### config.mk
export PLATFORM = sky130hd
export DESIGN_NAME = rx_stat_capture
export DESIGN_NICKNAME = d
export VERILOG_FILES = /design/src/rtl/rx_stat_pkg.sv /design/src/rtl/rx_rst_sync.sv /design/src/rtl/rx_accept_filter.sv /design/src/rtl/rx_stat_reg.sv /design/src/rtl/rx_irq_gen.sv /design/src/rtl/rx_stat_capture.sv
export SDC_FILE = /design/constraint.sdc
export NUM_CORES = 1
export LEC_CHECK = 0
export BUFFER_PORTS_ARGS = -buffer_cell sky130_fd_sc_hd__buf_2
export CORE_MARGIN = 8
export CORE_UTILIZATION = 43
export DETAILED_ROUTE_END_ITERATION = 10
export GPL_TIMING_DRIVEN = 0
export PLACE_DENSITY_LB_ADDON = 0.08
export RECOVER_POWER = 50
export SLEW_MARGIN = 20
export SYNTH_ARGS = -nofsm -noshare
export SYNTH_HDL_FRONTEND = slang
export SYNTH_SLANG_ARGS = --single-unit
### constraint.sdc
create_clock -name clk -period 1.1 [get_ports clk]
set_input_delay 0.055 -clock clk [delete_from_list [all_inputs] [get_ports clk]]
set_output_delay 0.055 -clock clk [all_outputs]
set_load 0.01 [all_outputs]
### src/rtl/rx_stat_pkg.sv
package rx_stat_pkg;
  localparam int unsigned FLAG_W = 6;
  localparam int unsigned STAT_W = 8;
  localparam int unsigned OLDNEW_BIT = 7;

  typedef enum logic [1:0] {
    MM_OFF      = 2'd0,
    MM_ALL      = 2'd1,
    MM_STN_BC   = 2'd2,
    MM_STN_BCMC = 2'd3
  } match_mode_e;
endpackage

### src/rtl/rx_rst_sync.sv
module rx_rst_sync #(
  parameter int unsigned STAGES = 2
) (
  input  logic clk,
  input  logic rst_n,
  output logic rst_n_sync
);
  logic [STAGES-1:0] sync_q;

  always_ff @(posedge clk or negedge rst_n) begin
    if (!rst_n) sync_q <= '0;
    else        sync_q <= {sync_q[STAGES-2:0], 1'b1};
  end

  assign rst_n_sync = sync_q[STAGES-1];
endmodule

### src/rtl/rx_accept_filter.sv
module rx_accept_filter
  import rx_stat_pkg::*;
(
  input  logic       clk,
  input  logic       rst_n,
  input  logic       frame_start,
  input  logic [1:0] match_mode,
  input  logic       is_station,
  input  logic       is_bcast,
  input  logic       is_mcast,
  input  logic       frame_done,
  output logic       accept
);
  match_mode_e mode_q, mode_d;

  always_comb begin
    mode_d = mode_q;
    if (frame_start) mode_d = match_mode_e'(match_mode);
  end

  always_ff @(posedge clk or negedge rst_n) begin
    if (!rst_n) mode_q <= MM_OFF;
    else        mode_q <= mode_d;
  end

  logic addr_hit;
  always_comb begin
    unique case (mode_q)
      MM_OFF:      addr_hit = 1'b0;
      MM_ALL:      addr_hit = 1'b1;
      MM_STN_BC:   addr_hit = is_station | is_bcast;
      MM_STN_BCMC: addr_hit = is_station | is_bcast | is_mcast;
      default:     addr_hit = 1'b0;
    endcase
  end

  assign accept = frame_done & addr_hit;
endmodule

### src/rtl/rx_stat_reg.sv
module rx_stat_reg #(
  parameter int unsigned W = 6
) (
  input  logic         clk,
  input  logic         rst_n,
  input  logic         accept,
  input  logic [W-1:0] flags,
  input  logic [W-1:0] mask,
  input  logic         rd,
  output logic [W-1:0] stat_flags,
  output logic         consumed,
  output logic         discard,
  output logic         flush
);
  logic [W-1:0] flags_q, flags_d;
  logic         cons_q, cons_d;
  logic         disc_q, disc_d;
  logic         cons_eff, of_interest, load_en;

  // read is applied before the frame is evaluated
  assign cons_eff    = cons_q | rd;
  assign of_interest = |(flags & mask);
  assign load_en     = accept & cons_eff;

  always_comb begin
    flags_d = flags_q;
    cons_d  = cons_eff;
    disc_d  = accept & ~cons_eff;
    if (load_en) begin
      flags_d = flags;
      cons_d  = ~of_interest;
    end
  end

  always_ff @(posedge clk or negedge rst_n) begin
    if (!rst_n) begin
      flags_q <= '0;
      cons_q  <= 1'b1;
      disc_q  <= 1'b0;
    end else begin
      flags_q <= flags_d;
      cons_q  <= cons_d;
      disc_q  <= disc_d;
    end
  end

  assign stat_flags = flags_q;
  assign consumed   = cons_q;
  assign discard    = disc_q;
  assign flush      = disc_q;
endmodule

### src/rtl/rx_irq_gen.sv
module rx_irq_gen #(
  parameter int unsigned W = 6
) (
  input  logic         clk,
  input  logic         rst_n,
  input  logic         accept,
  input  logic [W-1:0] flags,
  input  logic [W-1:0] mask,
  input  logic         rd,
  output logic         irq
);
  logic irq_q, irq_d, set_en;

  assign set_en = accept & (|(flags & mask));

  always_comb begin
    irq_d = irq_q;
    if (rd)     irq_d = 1'b0;
    if (set_en) irq_d = 1'b1;
  end

  always_ff @(posedge clk or negedge rst_n) begin
    if (!rst_n) irq_q <= 1'b0;
    else        irq_q <= irq_d;
  end

  assign irq = irq_q;
endmodule

### src/rtl/rx_stat_capture.sv
module rx_stat_capture
  import rx_stat_pkg::*;
(
  input  logic              clk,
  input  logic              rst_n,
  input  logic              frame_start,
  input  logic [1:0]        match_mode,
  input  logic              is_station,
  input  logic              is_bcast,
  input  logic              is_mcast,
  input  logic              frame_done,
  input  logic [FLAG_W-1:0] rx_flags,
  input  logic [FLAG_W-1:0] int_mask,
  input  logic              stat_rd,
  output logic [STAT_W-1:0] stat_byte,
  output logic              irq,
  output logic              rx_discard,
  output logic              fifo_flush
);
  logic              rst_n_s;
  logic              accept;
  logic [FLAG_W-1:0] stat_flags;
  logic              consumed;

  rx_rst_sync #(.STAGES(2)) u_rst (
    .clk(clk), .rst_n(rst_n), .rst_n_sync(rst_n_s)
  );

  rx_accept_filter u_filt (
    .clk(clk), .rst_n(rst_n_s), .frame_start(frame_start),
    .match_mode(match_mode), .is_station(is_station), .is_bcast(is_bcast),
    .is_mcast(is_mcast), .frame_done(frame_done), .accept(accept)
  );

  rx_stat_reg #(.W(FLAG_W)) u_stat (
    .clk(clk), .rst_n(rst_n_s), .accept(accept), .flags(rx_flags),
    .mask(int_mask), .rd(stat_rd), .stat_flags(stat_flags),
    .consumed(consumed), .discard(rx_discard), .flush(fifo_flush)
  );

  rx_irq_gen #(.W(FLAG_W)) u_irq (
    .clk(clk), .rst_n(rst_n_s), .accept(accept), .flags(rx_flags),
    .mask(int_mask), .rd(stat_rd), .irq(irq)
  );

  always_comb begin
    stat_byte = '0;
    stat_byte[FLAG_W-1:0] = stat_flags;
    stat_byte[OLDNEW_BIT] = consumed;
  end
endmodule

Word-level counts from Yosys, hierarchy flattened
Index checks and enable logic that the tools add are counted.
W data, S select, Z words.
{"block": "totals", "reg_bits": 13, "input_bits": 22, "out_inout_bits": 11}
{"block": "classes", "n_eq_ne": 3, "mux": 4, "n_bitwise": 10, "n_reduce_logical": 3}
{"op": "$and A6 B6 Y6", "count": 1}
{"op": "$reduce_or A6 Y1", "count": 1}
{"op": "$and A1 B1 Y1", "count": 4}
{"op": "$eq A2 B2 Y1 const B", "count": 2}
{"op": "$pmux W1 S4", "count": 1}
{"op": "$mux W1", "count": 3}
{"op": "$or A1 B1 Y1", "count": 3}
{"op": "$eq A2 B1 Y1 const B", "count": 1}
{"op": "$logic_not A2 Y1", "count": 1}
{"op": "$not A1 Y1", "count": 2}
{"op": "$reduce_bool A2 Y1", "count": 1}

Longest topological paths before layout
Gate-level depths: netlist of the first run.
{"block": "depth", "word_depth": 6, "depth_mapped": 5}

Modules after synthesis
A second synthesis of the first run with hierarchy kept.
{"block": "hier_totals", "cells_unflattened": 44, "area_unflattened_um2": 590.6}
{"module": "rx_stat_reg", "instances": 1, "cells_per_inst": 23, "area_each_um2": 352.8, "seq_area_each_um2": 201.4}
{"module": "rx_accept_filter", "instances": 1, "cells_per_inst": 8, "area_each_um2": 95.1, "seq_area_each_um2": 50.0}
{"module": "rx_irq_gen", "instances": 1, "cells_per_inst": 7, "area_each_um2": 70.1, "seq_area_each_um2": 25.0}
{"module": "rx_rst_sync", "instances": 1, "cells_per_inst": 3, "area_each_um2": 53.8, "seq_area_each_um2": 50.0}
{"module": "rx_stat_capture", "instances": 1, "cells_per_inst": 3, "area_each_um2": 18.8, "seq_area_each_um2": 0.0}

Worst setup path after synthesis of the first run
Ideal clock, no wire load.
{"block": "synth_timing", "path_kind": "reg2reg", "from": "register u_filt.mode_q[1]", "to": "register u_stat.flags_q[0], in the netlist u_stat.stat_flags[0]", "setup_ns": 0.125, "arrival_time_ns": 1.228, "t_required_ns": 0.975, "path_slack_ns": -0.253, "path_stages_with_launch": 6, "n_path_buf": 1, "period_less_slack_ns": 1.353, "path_cell_list": "dfrtp_1 o211a_1 a31oi_1 or2_1 buf_6 mux2_4"}
{"block": "synth_between", "elab_chain_len": 4, "elab_cells_between_ends": 7}
{"item": "start, declared", "line": "rx_accept_filter.sv:14", "text": "match_mode_e mode_q, mode_d;"}
{"item": "start signal, assigned", "line": "rx_accept_filter.sv:23", "text": "else mode_q <= mode_d;"}
{"item": "$eq A2 B2 Y1 (tied with other cells)", "line": "rx_accept_filter.sv:28", "text": "unique case (mode_q)"}
{"item": "$pmux W1 S4 (*)", "line": "rx_accept_filter.sv:28"}
{"item": "$and A1 B1 Y1 (*)", "line": "rx_accept_filter.sv:37", "text": "assign accept = frame_done & addr_hit;"}
{"item": "$and A1 B1 Y1 (*)", "line": "rx_stat_reg.sv:23", "text": "assign load_en = accept & cons_eff;"}
{"item": "end signal, assigned", "line": "rx_stat_reg.sv:41", "text": "flags_q <= flags_d;"}
{"item": "end, declared", "line": "rx_stat_reg.sv:15", "text": "logic [W-1:0] flags_q, flags_d;"}
Every way passes the cells marked *; elsewhere a longest branch is shown, timed or not.
A chain may end at the register's enable or synchronous reset.

Worst setup path after layout of the first run
{"block": "layout_timing", "from": "register u_stat.cons_q, in the netlist u_stat.consumed", "to": "register u_stat.flags_q[3], in the netlist u_stat.stat_flags[3]"}
{"block": "layout_between", "elab_chain_len": 2}
{"item": "start, declared", "line": "rx_stat_reg.sv:16", "text": "logic cons_q, cons_d;"}
{"item": "start signal, assigned", "line": "rx_stat_reg.sv:42", "text": "cons_q <= cons_d;"}
{"item": "$or A1 B1 Y1", "line": "rx_stat_reg.sv:21", "text": "assign cons_eff = cons_q | rd;"}
{"item": "$and A1 B1 Y1", "line": "rx_stat_reg.sv:23"}
Every way passes these cells.

==> out/metrics.cfg, run 1 <==
[outcome]
outcome = complete, but fails checks
violations = setup timing

[critical_path]
cp-end-kind = flip-flop
crit_type = flip-flop to flip-flop
cp-start-kind = flip-flop
r2r-start = u_stat.consumed$_DFF_PN1_
crit_path_end = u_stat.stat_flags[3]$_DFFE_PN0P_
r2r_end = u_stat.stat_flags[3]$_DFFE_PN0P_
cp_data_required_time_ps = 1260
rr_worst_depth = 4
startpoint = u_stat.consumed$_DFF_PN1_
worstPathMaxFanout = 6
reg2reg_slack_ps = -280
worstPathArrival_ps = 1540

[synthesis]
synth_top_family_by_area = multiplexers
synth_edf_count = 0
netlist.top_cell.by_area = dfrtp_1
ys.flop_type = dfrtp_1
syn_nets = 62
syn_area_sq_um = 562
ys_ff_latch = 13
yosys.area_share.simple = 0.0445
post-synth-top-count-cell = dfrtp_1
synth_cell_types = 16
synth-compound-area-share = 0.0935
synth_top_area_share = 0.535
yosysSeqAreaShare = 0.581
async_flop_share = 1.00
synthTopCellsByArea = dfrtp_1 (53%), mux2_4 (16%), dfstp_2 (4.7%)
synth.avg_cell_area_sq_um = 14.0
syn-instance-count = 40
synth_mux_area_frac = 0.200
ys_warn_count = 0
synthXorXnorAreaFrac = 0
synth_commonest_cells = dfrtp_1 (12), mux2_4 (6), a22oi_1 (3), buf_4 (3)
synth_fa_ha_area_frac = 0

[hold_path]
hold_class = primary input to flip-flop
hold-path-cell-count = 2

[sta]
setup_viol = 7
final_hold_viol_count = 0
whs_ps = 14.8
min_period_ps = 1380
final_max_slew_viol_count = 0
layout_setup_ws_ps = -283
max_freq_ghz = 0.723
min_period_over_period = 1.26
rsz0062_at_grt = yes
finClkSkew_ps = 1.39

[global_route]
antenna_found_initial = 0
grt-ovfl-total = 0
grt_pass1_wl_microns = 1910
grt_pass1_vias = 440
grt_use_total = 0.0939
grt_max_degree = 12

[power]
finalPower_w = 0.00130
seqPwrFrac = 0.480
power.switching_w = 0.000351
ir_drop_v = 0.000712
pwr-share-clk = 0.221
power_density_mw_per_mm2 = 1590
p_int_w = 0.000952
p_sw_frac = 0.270
comb_power_share = 0.299
leakage_nw = 0.445

[layout]
synthToLayoutAreaGrowth_pct = 46.1
nets = 102
antennaDiodeCount = 0
drive_above_1_share = 0.620
final_area_sq_um = 821

[cts]
cts_made_buffers = 3
cts.clk_slew.worst_paths_ps = 80
cts_root_buffer = clkbuf_4
h-tree-depth = 1
ctsLongestPathBuffers = 2
clk_latency_ps = 270
cts_tree = done
cts_sinks = 13

[routing]
top_layer = met3
via_per_inst = 4.59
drt-initial-drc-count = 4
dr_wl_met3_microns = 134
wl_met1_microns = 498
vias = 431
wl_met2_microns = 595
wl_per_cell_microns = 13.1
ant_nets = 0
drc = 0
finalWirelength_microns = 1230
first_pass_iters = 4

[floorplan]
num_rows = 13
die_x_microns = 52.1
die_area_sq_mm = 0.00272
fp.dieH_microns = 52.1
ios = 33
initial_utilization = 0.449
core_sq_mm = 0.00125

[run]
maxCapViolations = 0

[placement]
dpl.hpwl_microns = 973
numPortBuffers = 31
place.gp.congestion = 0.645
placed_cell_area_sq_um = 736

==> timing repair <==
| action | in CTS | in global routing |
|---|---|---|
| pin swaps | 2 | 1 |
| hold buffers | 2 | 1 |
| buffers inserted | 1 | 0 |
| endpoints found under the setup margin | 6 | 9 |
| endpoints found under the hold margin | 3 | 1 |
| gates resized for setup | 1 | 3 |
==> kinds of logic (layout without fill, tap and decap cells) <==
family	after synthesis	in the layout
flip-flops	13	13
multiplexers	8	8
buffers and inverters	5	44
other	2	2
AO/OA/AOI/OAI	7	7
AND/OR/NAND/NOR	5	5
==> cell type report <==
| cell class | instances | area (sq um) |
|---|---|---|
| fillers | 107 | 432 |
| flip-flops and latches | 13 | 327 |
| multi-input cells | 22 | 210 |
| repair buffers | 35 | 198 |
| plain buffers | 4 | 37.5 |
| clock buffers | 4 | 26.3 |
| well taps | 15 | 18.8 |
| inverters | 1 | 3.75 |
==> metal layers <==
metal  vias to the layer above  global-route usage
li1                        215                   -
met1                       199               0.111
met2                        17               0.130
met5                         -                   0
met3                         0              0.0541
met4                         0              0.0517
==> flip-flops by register name, summed over array words and instances (netlist names) <==
register / cells
u_irq.irq: 1
u_stat.consumed: 1
u_stat.stat_flags: 6
u_stat.discard: 1
u_filt.mode_q: 2
u_rst.sync_q: 2
==> worst min path at each step <==
stage,start,end,slack [ps]
finish,match_mode[1],u_filt.mode_q[1]$_DFFE_PN0P_,10
global route,match_mode[1],u_filt.mode_q[1]$_DFFE_PN0P_,3
CTS,match_mode[0],u_filt.mode_q[0]$_DFFE_PN0P_,2
floorplan,rst_n,u_rst.sync_q[0]$_DFF_PN0_,-240
global placement,rst_n,u_rst.sync_q[1]$_DFF_PN0_,-160
detailed placement,rst_n,u_rst.sync_q[0]$_DFF_PN0_,-160
==> per-stage QoR <==
stage / setup slack, ps / utilization / TNS [ps] / cells
2_1_floorplan: -234 / - / -1400 / 40
3_3_place_gp: -347 / 0.587 / -2060 / 86
3_5_place_dp: -327 / 0.587 / -1950 / 86
4_1_cts: -273 / 0.635 / -1630 / 93
5_1_grt: -389 / 0.655 / -2460 / 94
6_report: -283 / 0.655 / -1710 / 94
==> cell usage in the layout, fill, tap and decap left out, drive strengths merged <==
cell type	count
o211a	1
clkbuf	5
a31oi	2
a22oi	3
dlygate4sd3	3
dfstp	1
nand2b	1
dfrtp	12
nor2	2
conb	2
a21o	1
or2	1
buf	35
nor3	1
mux2	8
inv	1
==> critical path: stages (launching register included) <==
cell and delay (ps):
dfstp_2 550, nor2_1 50, or2_1 230, buf_6 150, mux2_4 290
==> power groups by stage <==
stage	logic, W	registers (W)	clock network (W)
after global placement	0.000359	0.000630	0
after floorplan	0.000181	0.000664	0
after global routing	0.000420	0.000642	0.000325
after CTS	0.000377	0.000625	0.000307
final	0.000390	0.000626	0.000288
after detailed placement	0.000362	0.000631	0
No activity file was read; power rests on OpenSTA's default activity.
==> inputs of run 2 (changes only) <==
==> constraint.sdc (replaced) <==
create_clock -name clk -period 1.1 [get_ports clk]
set_input_delay 0 -clock clk [delete_from_list [all_inputs] [get_ports clk]]
set_output_delay 0 -clock clk [all_outputs]
set_load 0.01 [all_outputs]
==> run 2 against run 1 <==
Against the previous run: routed wire length grew 6.6%; first-iteration DRC count shrank 50%; critical path type unchanged; clock power shrank 1%; the run still ends with setup timing left; design area grew 8.5%; global-route usage grew 1.0 points; total power grew 0.38%; sequential share of layout area shrank 3.1 points; worst hold slack is essentially flat; die area is the same; count of clock-buffer cells in the layout is the same.
==> out/metrics.cfg, run 2 (synthesis gave the netlist of run 1 again) <==
[layout]
layout_common_cells = buf_2 (30), dfrtp_1 (12), dlygate4sd3_1 (11)
antennaDiodeCount = 0
largest_register_ffs = 6
final_common_cell = buf_2
synthToLayoutAreaGrowth_pct = 58.6
drive_above_1_share = 0.563
nets = 110
stdcell_count = 102

[power]
pwr-share-clk = 0.217
p_sw_frac = 0.267
power.switching_w = 0.000349
power_density_mw_per_mm2 = 1470
leakage_nw = 0.474
seqPwrFrac = 0.477
ir_drop_v = 0.000710
finalPower_w = 0.00131
p_int_w = 0.000959
comb_power_share = 0.306

[critical_path]
worstPathArrival_ps = 1540
max_stage_delay_ps = 400
critPathSlowestCell = dfrtp_1
crit_path_cell_trace = o211a_1, a31oi_2, or2_1, buf_6, mux2_4
cp-start-kind = flip-flop
critPathTopFamily = flip-flops
worstPathMaxFanout = 6
crit_type = flip-flop to flip-flop
cp-end-kind = flip-flop
cp_data_required_time_ps = 1250
path_buf_inv = 1

[sta]
finClkSkew_ps = 0.696
final_hold_viol_count = 0
rsz0062_at_grt = yes
max_freq_ghz = 0.724
min_period_ps = 1380
min_period_over_period = 1.25
setup_viol = 7
whs_ps = 15.0
fin_setup_tns_ps = -1690
final_max_slew_viol_count = 0
layout_setup_ws_ps = -280

[routing]
finalWirelength_microns = 1310
drt-initial-drc-count = 2
first_pass_iters = 2
wl_per_cell_microns = 12.8
drc = 0
ant_nets = 0
via_per_inst = 4.51
vias = 460

[placement]
numPortBuffers = 31
place.gp.congestion = 0.645
dpl.cell_count = 86
dp_slack_ps = -327
dpl.hpwl_microns = 973

[cts]
cts_sinks = 13
ctsLongestPathBuffers = 2
h-tree-depth = 1
cts_root_buffer = clkbuf_4
clk_latency_ps = 260
cts_tree = done
cts_made_buffers = 3
cts.clk_slew.worst_paths_ps = 80

[floorplan]
fp.dieH_microns = 52.1
num_rows = 13
core_sq_mm = 0.00125
ios = 33
die_area_sq_mm = 0.00272
initial_utilization = 0.449
die_x_microns = 52.1

[outcome]
outcome = complete, but fails checks
violations = setup timing

[global_route]
grt_use_total = 0.104
grt_pass1_wl_microns = 2130
antenna_found_initial = 0
grt_pass1_vias = 476
grt_max_degree = 12
grt-ovfl-total = 0

[hold_path]
hold_class = primary input to flip-flop

[run]
maxCapViolations = 0

## run 2: cell types whose count changed in the layout (fill, tap and decap cells not counted), sizes merged
| cell | delta |
|---|---|
| dlygate4sd3 | +8 |
## run 2: through the flow
stage                      util  area (sq um)
final                     0.711           891
after floorplan               -           562
after global routing      0.711           891
after detailed placement  0.587           736
after global placement    0.587           736
after CTS                 0.707           886
## run 2: final timing paths
kind,start,slack (ps),to,cells past startpoint
setup / recovery,u_filt.mode_q[1]$_DFFE_PN0P_,-280,u_stat.stat_flags[5]$_DFFE_PN0P_,5
hold / removal,stat_rd,20,u_irq.irq$_DFFE_PN0P_,3
setup reg to reg,u_filt.mode_q[1]$_DFFE_PN0P_,-280,u_stat.stat_flags[5]$_DFFE_PN0P_,5
hold reg to reg,u_rst.sync_q[1]$_DFF_PN0_,180,u_stat.stat_flags[3]$_DFFE_PN0P_,0
max in group asynchronous,u_rst.sync_q[1]$_DFF_PN0_,590,u_stat.consumed$_DFF_PN1_,0
min in group asynchronous,rst_n,40,u_rst.sync_q[0]$_DFF_PN0_,2
## run 2: area by class of cell
cell class / count / area (sq um)
inverter: 1 / 3.75
sequential: 13 / 327
clock buffer: 4 / 26.3
timing repair buffer: 43 / 272
buffer: 4 / 33.8
fill: 91 / 362
multi-input combinational: 22 / 210
tap: 15 / 18.8
## run 2: tightest hold or removal path, stage by stage
cell    delay [ps]
buf_2          110
inv_1           40
a21o_1         100
## run 2: layer usage
| layer | track usage | share of wire |
|---|---|---|
| met5 | 0 | 0 |
| met1 | 0.121 | 0.41 |
| met2 | 0.152 | 0.49 |
| met4 | 0.0517 | 0 |
| met3 | 0.0570 | 0.10 |
## run 2: what timing repair did
action	4_1_cts	5_1_grt
gates cloned	0	0
endpoints found under the hold margin	11	0
setup endpoints to repair	6	8
setup buffers	1	0
pin swaps	2	1
hold buffers	11	0
gates resized for setup	1	1
## run 2: power by group through the flow
stage	logic (W)	clock network [W]	registers, W
finish	0.000400	0.000284	0.000625
global route	0.000432	0.000325	0.000640
CTS	0.000401	0.000307	0.000625
detailed placement	0.000362	0	0.000631
global placement	0.000359	0	0.000630
floorplan	0.000181	0	0.000664
